$ cat src/rtl/bts_pkg.sv
package bts_pkg;

    localparam int LANE_W = 8;
    localparam int BUS_W  = 2 * LANE_W;
    localparam int OPND_W = 4 * LANE_W;

    typedef enum logic [1:0] {
        SZ_BYTE = 2'b00,
        SZ_WORD = 2'b01,
        SZ_LONG = 2'b10,
        SZ_RSVD = 2'b11
    } op_size_e;

    // Per-transfer control state
    typedef struct packed {
        logic       wr;     // write transfer
        logic       mis;    // misaligned multi-byte operand
        logic [2:0] total;  // operand length in bytes
        logic [2:0] rem;    // bytes still outstanding
        logic [1:0] idx;    // index of next operand byte, 0 = most significant
    } xfer_s;

    function automatic logic [2:0] op_bytes(op_size_e s);
        case (s)
            SZ_BYTE: return 3'd1;
            SZ_WORD: return 3'd2;
            default: return 3'd4;
        endcase
    endfunction

    // four outstanding bytes wrap to code 00
    function automatic logic [1:0] siz_code(logic [2:0] rem);
        return rem[1:0];
    endfunction

    // a cycle is planned for two bytes only on an aligned operand at an even address
    function automatic logic two_lane(logic mis, logic a0, logic [2:0] rem);
        return !mis && !a0 && (rem >= 3'd2);
    endfunction

    // byte slot (0 = least significant) holding operand byte idx
    function automatic logic [1:0] slot_of(logic [2:0] total, logic [1:0] idx);
        logic [2:0] s;
        s = total - 3'd1 - {1'b0, idx};
        return s[1:0];
    endfunction

    function automatic logic [LANE_W-1:0] pick(logic [OPND_W-1:0] d, logic [1:0] slot);
        case (slot)
            2'd0:    return d[7:0];
            2'd1:    return d[15:8];
            2'd2:    return d[23:16];
            default: return d[31:24];
        endcase
    endfunction

endpackage

$ cat src/rtl/bts_ctrl.sv
module bts_ctrl
    import bts_pkg::*;
#(
    parameter int ADDR_W = 24
) (
    input  logic              clk,
    input  logic              rst,
    input  logic              req_valid,
    input  logic [ADDR_W-1:0] req_addr,
    input  logic [1:0]        req_size,
    input  logic              req_write,
    input  logic              bus_ack,
    input  logic              bus_port16,
    output logic              busy,
    output xfer_s             st,
    output logic [ADDR_W-1:0] cur_addr,
    output logic              plan_two,
    output logic              took_two,
    output logic              accept,
    output logic              fire,
    output logic              finish,
    output logic              done
);

    logic              busy_q;
    xfer_s             st_q;
    logic [ADDR_W-1:0] addr_q;
    logic              done_q;
    logic [2:0]        step;
    op_size_e          sz;

    assign sz       = op_size_e'(req_size);
    assign accept   = req_valid && !busy_q;
    assign plan_two = two_lane(st_q.mis, addr_q[0], st_q.rem);
    assign took_two = plan_two && bus_port16;
    assign step     = took_two ? 3'd2 : 3'd1;
    assign fire     = busy_q && bus_ack;
    assign finish   = fire && (st_q.rem == step);

    always_ff @(posedge clk) begin
        if (rst) begin
            busy_q <= 1'b0;
            st_q   <= '0;
            addr_q <= '0;
            done_q <= 1'b0;
        end else begin
            done_q <= finish;
            if (accept) begin
                busy_q     <= 1'b1;
                addr_q     <= req_addr;
                st_q.wr    <= req_write;
                st_q.mis   <= (sz != SZ_BYTE) && req_addr[0];
                st_q.total <= op_bytes(sz);
                st_q.rem   <= op_bytes(sz);
                st_q.idx   <= 2'd0;
            end else if (fire) begin
                addr_q   <= addr_q + ADDR_W'(step);
                st_q.rem <= st_q.rem - step;
                st_q.idx <= st_q.idx + step[1:0];
                if (finish) begin
                    busy_q <= 1'b0;
                end
            end
        end
    end

    assign busy     = busy_q;
    assign st       = st_q;
    assign cur_addr = addr_q;
    assign done     = done_q;

endmodule

$ cat src/rtl/bts_lanes.sv
module bts_lanes
    import bts_pkg::*;
(
    input  logic              clk,
    input  logic              rst,
    input  logic              accept,
    input  logic [OPND_W-1:0] req_wdata,
    input  logic              busy,
    input  xfer_s             st,
    input  logic              plan_two,
    output logic [BUS_W-1:0]  bus_dout
);

    logic [OPND_W-1:0] wdata_q;
    logic [1:0]        slot_hi;
    logic [1:0]        slot_lo;
    logic [LANE_W-1:0] byte_hi;
    logic [LANE_W-1:0] byte_lo;

    always_ff @(posedge clk) begin
        if (rst) begin
            wdata_q <= '0;
        end else if (accept) begin
            wdata_q <= req_wdata;
        end
    end

    assign slot_hi = slot_of(st.total, st.idx);
    assign slot_lo = slot_of(st.total, st.idx + 2'd1);
    assign byte_hi = pick(wdata_q, slot_hi);
    assign byte_lo = plan_two ? pick(wdata_q, slot_lo) : byte_hi;

    always_comb begin
        if (busy && st.wr) begin
            bus_dout = {byte_hi, byte_lo};
        end else begin
            bus_dout = '0;
        end
    end

endmodule

$ cat src/rtl/bts_gather.sv
module bts_gather
    import bts_pkg::*;
(
    input  logic              clk,
    input  logic              rst,
    input  logic              accept,
    input  logic              fire,
    input  logic              finish,
    input  xfer_s             st,
    input  logic              took_two,
    input  logic              bus_port16,
    input  logic              addr0,
    input  logic [BUS_W-1:0]  bus_din,
    output logic [OPND_W-1:0] rd_data
);

    localparam int SLOTS = OPND_W / LANE_W;

    logic [OPND_W-1:0] acc_q;
    logic [OPND_W-1:0] rd_q;
    logic [LANE_W-1:0] nxt [SLOTS];
    logic [OPND_W-1:0] acc_next;
    logic [1:0]        slot_hi;
    logic [1:0]        slot_lo;
    logic [LANE_W-1:0] single;

    assign slot_hi = slot_of(st.total, st.idx);
    assign slot_lo = slot_of(st.total, st.idx + 2'd1);
    // single byte: lower lane only from a 16-bit port at an odd address
    assign single  = (bus_port16 && addr0) ? bus_din[LANE_W-1:0] : bus_din[BUS_W-1:LANE_W];

    for (genvar g = 0; g < SLOTS; g++) begin : g_slot
        always_comb begin
            nxt[g] = acc_q[g*LANE_W +: LANE_W];
            if (slot_hi == 2'(g)) begin
                nxt[g] = took_two ? bus_din[BUS_W-1:LANE_W] : single;
            end else if (took_two && slot_lo == 2'(g)) begin
                nxt[g] = bus_din[LANE_W-1:0];
            end
        end
        assign acc_next[g*LANE_W +: LANE_W] = nxt[g];
    end

    always_ff @(posedge clk) begin
        if (rst) begin
            acc_q <= '0;
            rd_q  <= '0;
        end else begin
            if (accept) begin
                acc_q <= '0;
            end else if (fire) begin
                acc_q <= acc_next;
            end
            if (finish && !st.wr) begin
                rd_q <= acc_next;
            end
        end
    end

    assign rd_data = rd_q;

endmodule

$ cat src/rtl/operand_bus_sequencer.sv
module operand_bus_sequencer
    import bts_pkg::*;
#(
    parameter int ADDR_W     = 24,
    parameter int MIRROR_BIT = 19
) (
    input  logic              clk,
    input  logic              rst,
    input  logic              req_valid,
    output logic              req_ready,
    input  logic [ADDR_W-1:0] req_addr,
    input  logic [1:0]        req_size,
    input  logic              req_write,
    input  logic [31:0]       req_wdata,
    output logic              bus_cyc,
    output logic [ADDR_W-1:0] bus_addr,
    output logic [1:0]        bus_siz,
    output logic              bus_rw,
    output logic [15:0]       bus_dout,
    input  logic [15:0]       bus_din,
    input  logic              bus_ack,
    input  logic              bus_port16,
    output logic              done,
    output logic [31:0]       rd_data
);

    localparam int HI_W = ADDR_W - 1 - MIRROR_BIT;

    logic              busy;
    xfer_s             st;
    logic [ADDR_W-1:0] cur_addr;
    logic [ADDR_W-1:0] shown_addr;
    logic              plan_two;
    logic              took_two;
    logic              accept;
    logic              fire;
    logic              finish;

    bts_ctrl #(.ADDR_W(ADDR_W)) u_ctrl (
        .clk        (clk),
        .rst        (rst),
        .req_valid  (req_valid),
        .req_addr   (req_addr),
        .req_size   (req_size),
        .req_write  (req_write),
        .bus_ack    (bus_ack),
        .bus_port16 (bus_port16),
        .busy       (busy),
        .st         (st),
        .cur_addr   (cur_addr),
        .plan_two   (plan_two),
        .took_two   (took_two),
        .accept     (accept),
        .fire       (fire),
        .finish     (finish),
        .done       (done)
    );

    bts_lanes u_lanes (
        .clk       (clk),
        .rst       (rst),
        .accept    (accept),
        .req_wdata (req_wdata),
        .busy      (busy),
        .st        (st),
        .plan_two  (plan_two),
        .bus_dout  (bus_dout)
    );

    bts_gather u_gather (
        .clk        (clk),
        .rst        (rst),
        .accept     (accept),
        .fire       (fire),
        .finish     (finish),
        .st         (st),
        .took_two   (took_two),
        .bus_port16 (bus_port16),
        .addr0      (cur_addr[0]),
        .bus_din    (bus_din),
        .rd_data    (rd_data)
    );

    // upper address bits follow the mirror bit
    if (HI_W > 0) begin : g_mirror
        assign shown_addr = {{HI_W{cur_addr[MIRROR_BIT]}}, cur_addr[MIRROR_BIT:0]};
    end else begin : g_plain
        assign shown_addr = cur_addr;
    end

    assign req_ready = !busy;
    assign bus_cyc   = busy;
    assign bus_addr  = busy ? shown_addr : '0;
    assign bus_siz   = busy ? siz_code(st.rem) : 2'b00;
    assign bus_rw    = busy ? !st.wr : 1'b1;

endmodule

$ cat config.mk
export PLATFORM = sky130hd
export DESIGN_NAME = operand_bus_sequencer
export DESIGN_NICKNAME = d
export VERILOG_FILES = /design/src/rtl/bts_pkg.sv /design/src/rtl/bts_ctrl.sv /design/src/rtl/bts_lanes.sv /design/src/rtl/bts_gather.sv /design/src/rtl/operand_bus_sequencer.sv
export SDC_FILE = /design/constraint.sdc
export NUM_CORES = 1
export LEC_CHECK = 0
export BUFFER_PORTS_ARGS = -buffer_cell sky130_fd_sc_hd__buf_2
export CELL_PAD_IN_SITES_DETAIL_PLACEMENT = 0
export CELL_PAD_IN_SITES_GLOBAL_PLACEMENT = 1
export CORE_MARGIN = 1.5
export CORE_UTILIZATION = 25
export CTS_BUF_LIST = sky130_fd_sc_hd__clkbuf_4 sky130_fd_sc_hd__clkbuf_8 sky130_fd_sc_hd__clkbuf_16
export DETAILED_ROUTE_END_ITERATION = 10
export PLACE_DENSITY_LB_ADDON = 0.2
export SLEW_MARGIN = 20
export SYNTH_ARGS = -nofsm -noshare
export SYNTH_HDL_FRONTEND = slang
export SYNTH_SLANG_ARGS = --single-unit
$ cat constraint.sdc
create_clock -name clk -period 2.73 [get_ports clk]
set_clock_uncertainty 0.15 [all_clocks]
set_input_delay 0.546 -clock clk [delete_from_list [all_inputs] [get_ports clk]]
set_output_delay 0.546 -clock clk [all_outputs]
set_load 0.005 [all_outputs]
==> flow_summary_export.csv <==
group,metric,value,unit
floorplan,rows,59,
placed_design,placed_area,8050,sq um
power,ir_drop,0.000346,V
global_route,grt_pass1_vias,6530,
setup_path,r2r_slack,190,ps
synthesis,synthArstFlopShare,0,%
floorplan,die_x,166,microns
global_route,grt_pass1_wl,38800,microns
setup_path,crit_path_end_kind,"output pin",
global_route,grt_max_degree,74,
routing,wl_per_cell,19.3,microns
timing,period_share,113,%
timing,rsz0062_at_grt,"true",
setup_path,crit_type,"flop to output pin",
setup_path,critPathLaunchType,"flop",
synthesis,ys_seq_elements,127,
layout,layout_common_cells,"buf_2, nand2_1, dfxtp_1",
synthesis,synth_edf_count,0,
routing,drcViolationCount,7,
min_path,hp-start,"req_wdata[14]",
timing,drv_slew,0,
timing,finalSetupViolations,16,
timing,worst_slack,-361,ps
synthesis,syn_avg_cell_area,8.29,sq um
synthesis,synth-xor-area-share,2.78,%
floorplan,die_area,27700,sq um
synthesis,yosysUniqueCellTypes,57,
timing,maxSlewHeadroom,41.7,%
placed_design,dp_hpwl,17300,microns
timing,period_needed,3090,ps
cts,root_buffer,"clkbuf_16",
layout,final_cells,1325,
outcome,violations,"DRC, setup timing",
floorplan,io_pins,158,
synthesis,yosysWarnings,0,
synthesis,yosys.area_share.adder,1.05,%
layout,final_nets,1061,
layout,drive_gt1_share,32.4,%
placed_design,post-place-ws,25.4,ps
global_route,track_usage,18.2,%
synthesis,syn_nets,889,
min_path,hold_path.class,"primary input to flop",
setup_path,worst-endpoint-required,2030,ps
routing,first_iter_violations,453,
routing,vias,6716,
setup_path,r2r-end,"u_gather.rd_data[7]",
synthesis,synthSimpleGateAreaFrac,18.2,%
timing,holdWs,215,ps
placed_design,dpl.cell_count,1282,
job,drv_cap,0,
cts,cts_max_level,4,
global_route,grt_overflow,0,
layout,n_fill_cell,2856,
setup_path,crit_arrival,2400,ps
synthesis,synthMuxAreaShare,6.75,%
floorplan,fp.dieH,166,microns
cts,clkSinkCount,127,
routing,ant_nets,0,
cts,hold_buffers,0,
cts,cts_buffers,17,
cts,cts_buffer_depth,2,
power,p_leak,3.47,nW
synthesis,synth_area,6670,sq um
timing,worst_slew_pin_slew,874,ps
synthesis,synth_ff_type,"dfxtp_1",
routing,drt-vias-per-instance,5.07,
cts,worstSkewPairLatency,420,ps
setup_path,r2r-start,"u_ctrl.st[5]",
layout,layout_commonest_cell,"buf_2",
cts,path_clk_slew,60,ps
placed_design,gp_congestion,0.759,
synthesis,synth_top_family_by_area,"compound AO/OA/AOI/OAI gates",
min_path,worstHoldEndpoint,"u_lanes.wdata_q[14]",
synthesis,syn_inst,804,
setup_path,reg2reg_depth,10,
timing,fin_setup_tns,-4660,ps
routing,wl,25600,microns
synthesis,synth_compound_area_share,28.2,%
timing,timing.fmax,323,MHz
layout,syn_to_final_growth,33.8,%
outcome,status,"finished with violations",
global_route,antenna_found_initial,1,
cts,cts_tree,"yes",
layout,final_area,8920,sq um
floorplan,initial_core_util,25.5,%
synthesis,seq_area_frac_synth,38.1,%
setup_path,critPathMaxFanout,6,
power,power.density,590,nW/um^2
timing,hold_viol_final,0,
floorplan,core,26100,sq um
placed_design,io_buffers,153,
min_path,hold_depth,3,
routing,drt_pre_antenna_iters,8,
logic make-up (layout without fill, tap and decap cells):
family | Yosys count | count (layout)
DFF | 127 | 127
muxes | 44 | 44
buffers and inverters | 76 | 261
adders and majority gates | 5 | 5
AOI/OAI and AO/OA | 280 | 280
other | 0 | 1
and+or+nand+nor | 258 | 258
xor gates and xnor gates | 14 | 14
metal layers:
metal  part of all wire, %  global-route usage, %  vias to the layer above  routed length (microns)
li1                      -                      -                     3315                        -
met1                    49                   25.3                     3180                    12600
met2                    45                   28.5                      199                    11400
met3                   4.8                   3.60                       22                     1220
met4                   1.3                   4.94                        0                      328
met5                     0                      0                        -                        0
stage by stage:
stage	util, %	total power [mW]
global route	34.1	5.49
detailed placement	30.8	2.92
global placement	30.8	2.92
finish	34.1	5.27
floorplan	-	2.55
CTS	33.6	5.27
sequential cells by signal, indices dropped and copies added (netlist names):
signal and cells:
u_ctrl.cur_addr 20, u_ctrl.busy 1, u_lanes.wdata_q 32, u_ctrl.done 1, u_gather.acc_q 32, u_gather.rd_data 32
u_ctrl.st 9
cell usage after synthesis, types with 4 or more instances:
cell,n,area (sq um)
dfxtp_1,127,2540
a22oi_1,46,345
o21ai_0,14,70.1
nand3_1,9,45.0
a21oi_1,86,430
inv_1,9,33.8
mux2_2,8,90.1
or3_1,6,37.5
nand4_1,11,68.8
mux2i_1,36,360
a211oi_1,21,158
or2_2,10,62.6
o2bb2ai_1,32,280
a31oi_1,17,106
nor2_1,28,105
ha_1,4,50.1
xor2_1,8,70.1
and2_1,25,156
nand2_1,140,526
buf_2,6,30.0
clkbuf_1,51,191
nor3_1,5,25.0
o221ai_1,20,175
and3_1,5,31.3
o22ai_1,24,150
buf_4,9,67.6
final cells by class:
class	instances	area, sq um	share of cell area (%)
Sequential cell	127	2540	28.5
Timing Repair Buffer	220	1380	15.4
Clock inverter	10	113	1.26
Tap cell	335	419	4.70
Inverter	9	33.8	0.379
Antenna cell	1	2.50	0.0280
Clock buffer	22	475	5.33
Multi-Input combinational cell	601	3960	44.4
power breakdown:
group / switching (mW) / leakage [nW] / internal, mW / total [mW]
combinational: 0.552 / 2.15 / 0.401 / 0.953
sequential: 0.0713 / 1.03 / 1.94 / 2.01
clock: 0.886 / 0.290 / 1.42 / 2.31
total: 1.51 / 3.47 / 3.76 / 5.27
how the worst max path moves through the flow:
stage / from / endpoint / cells after the start
2_1_floorplan: u_ctrl.st[6] / bus_dout[0] / 5
3_3_place_gp: u_ctrl.st[6] / bus_dout[0] / 7
3_5_place_dp: u_ctrl.st[6] / bus_dout[0] / 7
4_1_cts: u_ctrl.st[5] / bus_dout[0] / 7
5_1_grt: u_ctrl.st[6] / bus_dout[5] / 7
6_report: u_ctrl.st[6] / bus_dout[5] / 7
worst max-delay path, cell delays in order, from the launching register on:
cell,delay [ps]
dfxtp_2,320
xnor3_4,500
buf_12,180
xnor2_4,260
clkbuf_16,220
mux2i_1,200
o221ai_1,150
buf_2,160
what timing repair did:
action / 4_1_cts / 5_1_grt
pin swaps: 22 / 15
gates cloned: 1 / 1
buffers inserted: 2 / 6
setup endpoints to repair: 16 / 28
resized for setup: 25 / 13
(Power assumes the default switching activity.)
